--- src/rtl/fence_decode.sv ---
module fence_decode #(
  parameter int LEN_W = 5
) (
  input  logic             clk,
  input  logic             rst_n,
  input  logic             in_valid,
  input  logic             in_start,
  input  logic [7:0]       in_byte,
  input  logic             mode64,
  input  logic [LEN_W-1:0] max_len,
  output logic             done,
  output logic [4:0]       res,
  output logic [LEN_W-1:0] len
);
  localparam logic [4:0] C_LOAD  = 5'b00001;
  localparam logic [4:0] C_STORE = 5'b00010;
  localparam logic [4:0] C_FULL  = 5'b00100;
  localparam logic [4:0] C_INV   = 5'b01000;
  localparam logic [4:0] C_NG    = 5'b10000;

  typedef enum logic [1:0] {PH_IDLE, PH_PFX, PH_OP2, PH_MRM} phase_t;

  phase_t           ph, ph_base, ph_nxt;
  logic [LEN_W-1:0] cnt, cnt_base;
  logic [LEN_W:0]   cnt_nxt;
  logic             poison, poison_base, poison_nxt;
  logic             take, fin;
  logic [4:0]       verdict;

  assign take        = in_valid && (in_start || ph != PH_IDLE);
  assign ph_base     = in_start ? PH_PFX : ph;
  assign cnt_base    = in_start ? '0 : cnt;
  assign poison_base = in_start ? 1'b0 : poison;
  assign cnt_nxt     = {1'b0, cnt_base} + 1'b1;

  wire is_seg   = (in_byte == 8'h26) || (in_byte == 8'h2E) || (in_byte == 8'h36) ||
                  (in_byte == 8'h3E) || (in_byte == 8'h64) || (in_byte == 8'h65) ||
                  (in_byte == 8'h67);
  wire is_bad   = (in_byte == 8'h66) || (in_byte == 8'hF0) ||
                  (in_byte == 8'hF2) || (in_byte == 8'hF3);
  wire is_rex   = (in_byte[7:4] == 4'h4);
  wire [1:0] md = in_byte[7:6];
  wire [2:0] rg = in_byte[5:3];

  always_comb begin
    fin        = 1'b0;
    verdict    = '0;
    ph_nxt     = ph_base;
    poison_nxt = poison_base;
    if (cnt_nxt > {1'b0, max_len}) begin
      fin     = 1'b1;
      verdict = C_INV;
    end else begin
      unique case (ph_base)
        PH_PFX: begin
          if (is_seg) begin
            ph_nxt = PH_PFX;
          end else if (is_bad) begin
            poison_nxt = 1'b1;
          end else if (is_rex && mode64) begin
            ph_nxt = PH_PFX;
          end else if (in_byte == 8'h0F) begin
            ph_nxt = PH_OP2;
          end else begin
            fin     = 1'b1;
            verdict = C_NG;
          end
        end
        PH_OP2: begin
          if (in_byte == 8'hAE) begin
            ph_nxt = PH_MRM;
          end else begin
            fin     = 1'b1;
            verdict = C_NG;
          end
        end
        PH_MRM: begin
          fin = 1'b1;
          if (md != 2'b11 || rg < 3'd5) verdict = C_NG;
          else if (poison_base)          verdict = C_INV;
          else if (rg == 3'd5)           verdict = C_LOAD;
          else if (rg == 3'd6)           verdict = C_FULL;
          else                           verdict = C_STORE;
        end
        default: begin
          fin     = 1'b1;
          verdict = C_NG;
        end
      endcase
    end
  end

  always_ff @(posedge clk) begin
    if (!rst_n) begin
      ph     <= PH_IDLE;
      cnt    <= '0;
      poison <= 1'b0;
      done   <= 1'b0;
      res    <= '0;
      len    <= '0;
    end else begin
      done <= 1'b0;
      res  <= '0;
      len  <= '0;
      if (take) begin
        cnt    <= cnt_nxt[LEN_W-1:0];
        poison <= poison_nxt;
        if (fin) begin
          ph   <= PH_IDLE;
          done <= 1'b1;
          res  <= verdict;
          len  <= cnt_nxt[LEN_W-1:0];
        end else begin
          ph <= ph_nxt;
        end
      end
    end
  end
endmodule

--- config.mk ---
export PLATFORM = sky130hd
export DESIGN_NAME = fence_decode
export DESIGN_NICKNAME = d
export VERILOG_FILES = /design/src/rtl/fence_decode.sv
export SDC_FILE = /design/constraint.sdc
export NUM_CORES = 1
export LEC_CHECK = 0
export CAP_MARGIN = 20
export CORE_MARGIN = 2
export CORE_UTILIZATION = 25
export CTS_BUF_LIST = sky130_fd_sc_hd__clkbuf_8
export CTS_CLUSTER_SIZE = 16
export DETAILED_ROUTE_END_ITERATION = 16
export GPL_TIMING_DRIVEN = 1
export PLACE_DENSITY = 0.55
export SYNTH_ARGS = -nofsm -noshare
export SYNTH_HDL_FRONTEND = slang
export SYNTH_SLANG_ARGS = --single-unit
--- constraint.sdc ---
create_clock -name clk -period 2.7 [get_ports clk]
set_clock_uncertainty 0.05 [all_clocks]
set_input_delay 0.54 -clock clk [delete_from_list [all_inputs] [get_ports clk]]
set_output_delay 0.54 -clock clk [all_outputs]
set_load 0.02 [all_outputs]
==> metrics.yaml <==
run_status:
  status: "complete, no violations"
place:
  dp_hpwl_mm: 2.27
  dp.cells: 237
  io_buffers: 28
  gp_congestion: 0.783
detailed_routing:
  viasPerCell: 4.53
  drt-initial-drc-count: 48
  dr.pass1.iters: 4
  vias: 1105
  wl_per_cell_um: 10.9
  wl_mm: 2.67
  drtAntennaViolNets: 0
  drc_errors: 0
critical_path:
  critPathLaunch: "cnt[0]"
  rr_startpoint: "cnt[0]"
  setup.worst_path.start_class: "register"
  worst_setup_path_end_kind: "register"
  cp_data_arrival_time_ns: 2.56
  crit_fanout: 7
  cp.required_ns: 2.84
  criticalPathCategory: "register to register"
power:
  irDropWorstVdd_v: 0.000151
  powerDensity_nw_per_um2: 330
  p_int_uw: 451
  switching_share: 0.237
  power_uw: 591
  p_leak_uw: 0.000763
  switching_power_uw: 140
  comb_power_share: 0.197
  p_seq_frac: 0.487
  clockPowerShare: 0.316
global_routing:
  grt_max_degree: 12
  grt_pass1_wl_mm: 4.68
  antenna_found_initial: 0
  grt-ovfl-total: 0
  grt_pass1_vias: 1054
  grt_usage: 0.108
run:
  max_cap_violations: 0
floorplan:
  start_util: 0.258
  die_w_um: 73.6
  coreArea_um2: 4690
  die_h_um: 73.6
  rows: 25
  boundaryPins: 29
  die_area_um2: 5420
cells_and_area:
  fin_util: 0.381
  final_nets: 220
  num_antenna_cells: 0
  fillCellCount: 507
  syn_to_final_growth_pct: 47.6
  finalNonFillerCells: 244
  layout-drive-gt1-share: 0.237
worst_hold_path:
  min_from: "ph[1]"
  hp-class: "register to register"
clocking:
  cts_made_buffers: 3
  cts-root-buf: "clkbuf_8"
  clk_latency_ns: 0.25
  cts_buffer_depth: 2
  cts_htree_levels: 1
  cts_sinks: 19
  tritoncts: "done"
  cts_hold_buf: 0
  clkTransAtPathRegs_ns: 0.06
timing:
  slew_viol_final: 0
  worstMarginPinSlew_ns: 0.363
  final_hold_viol_count: 0
  slew_headroom: 0.755
  final-setup-viol-count: 0
  fmax_mhz: 412
  finalCritPeriodShare: 0.898
  rsz0062_at_grt: "false"
  post-route-min-period_ns: 2.42
synthesis:
  ys_ff_latch: 19
  synth_area_per_cell_um2: 8.85
  synth_commonest_cells: "19 x dfxtp_1, 12 x nand2_1, 11 x ha_1"
  synth-seq-area-share: 0.314
  synth_top_area_share: 0.314
  yosysMostFrequentCell: "dfxtp_1"
  synth_flop_cell: "dfxtp_1"
  synth_fp_nets: 166
  ys_types: 42
  syn_inst: 137
  async_reset_ff_frac: 0
  synth_warnings: 0
  synth.largest_area_cell: "dfxtp_1"
  synthTopCellsByArea: "dfxtp_1 31%, ha_1 11%, nor2b_1 4.1%, nand2_1 3.7%, inv_1 3.1%"
  synth_area_um2: 1210
  synth_edf_count: 0
[power by group through the flow]
| stage | Combinational, µW | Clock (µW) | Sequential (µW) |
|---|---|---|---|
| after global routing | 129 | 206 | 288 |
| after global placement | 111 | 0 | 294 |
| final | 117 | 187 | 288 |
| after floorplan | 49.3 | 0 | 296 |
| after detailed placement | 111 | 0 | 294 |
| after CTS | 115 | 195 | 287 |
[cells in the final DEF (no fill, tap or decap), types with 2 or more instances in the layout]
cell type,Yosys,routed
a21oi_1,7,6
and2_1,4,4
and2b_2,2,2
and4b_1,2,2
buf_4,1,24
clkbuf_8,0,3
clkdlybuf4s50_1,0,27
dfxtp_1,19,19
ha_1,11,10
inv_1,10,10
mux2i_1,3,3
nand2_1,12,12
nand2b_1,3,3
nand3_1,5,4
nor2_1,8,6
nor2_2,0,2
nor2b_1,8,7
nor3b_1,2,2
nor4_1,3,3
o211a_1,2,2
o21ai_0,5,3
o21ai_1,0,2
o41ai_1,2,2
xor2_1,4,3
[cell type report]
class	instances	area, µm²	area share
clock inverters	1	5.00	0.00280
clock buffers	3	41.3	0.0231
well taps	54	67.6	0.0378
repair buffers	52	455	0.255
flip-flops and latches	19	380	0.213
multi-input cells	105	802	0.448
inverters	10	37.5	0.0210
[worst max-delay path: stages (launching register included)]
cell and delay, ns:
dfxtp_1 0.37, nor2b_2 0.18, ha_2 0.22, nand3_2 0.08
xor2_1 0.14, nor2_1 0.16, ha_1 0.29, a21oi_2 0.14
o31a_1 0.17, nor2_2 0.05, buf_4 0.15, a21oi_4 0.19
a21boi_2 0.17
[worst paths after layout]
check	to	slack, ns	cells past startpoint
worst min-delay path	ph[1]	0.45	2
worst max-delay path	res[3]	0.28	12
worst min register to register	ph[1]	0.45	2
worst max register to register	res[3]	0.28	12
[logic make-up after synthesis]
| group | after synthesis | share of synthesized area |
|---|---|---|
| xor+xnor | 4 | 0.0289 |
| mux | 3 | 0.0248 |
| buf+inv | 13 | 0.0557 |
| simple gates | 58 | 0.281 |
| fa+ha+maj | 11 | 0.114 |
| compound gates | 29 | 0.183 |
| flops | 19 | 0.314 |
[sequential cells by signal (all words and copies together) (netlist names)]
name and count:
cnt 5, res 5, done 1, ph 2
poison 1, len 5
[layer usage]
metal,global-route usage,part of all wire
met5,0,0
met3,0.0329,0.042
met4,0.0242,0.0068
met2,0.162,0.45
met1,0.153,0.50
[what timing repair did]
item	CTS	global route
endpoints found under the setup margin	14	14
pin swaps	3	9
resized for setup	5	9
buffers inserted	2	1
[metrics by stage]
stage	hold slack (ns)	cell area [µm²]	TNS, ns	worst slack [ns]
global placement	0.443	1690	-4.44	-0.369
global route	0.498	1790	0	0.0811
finish	0.453	1790	0	0.275
detailed placement	0.451	1690	-5.53	-0.478
CTS	0.461	1770	0	0.0824
floorplan	0.405	1210	0	0.0716
Note: power is estimated with default switching activity, not from simulation.
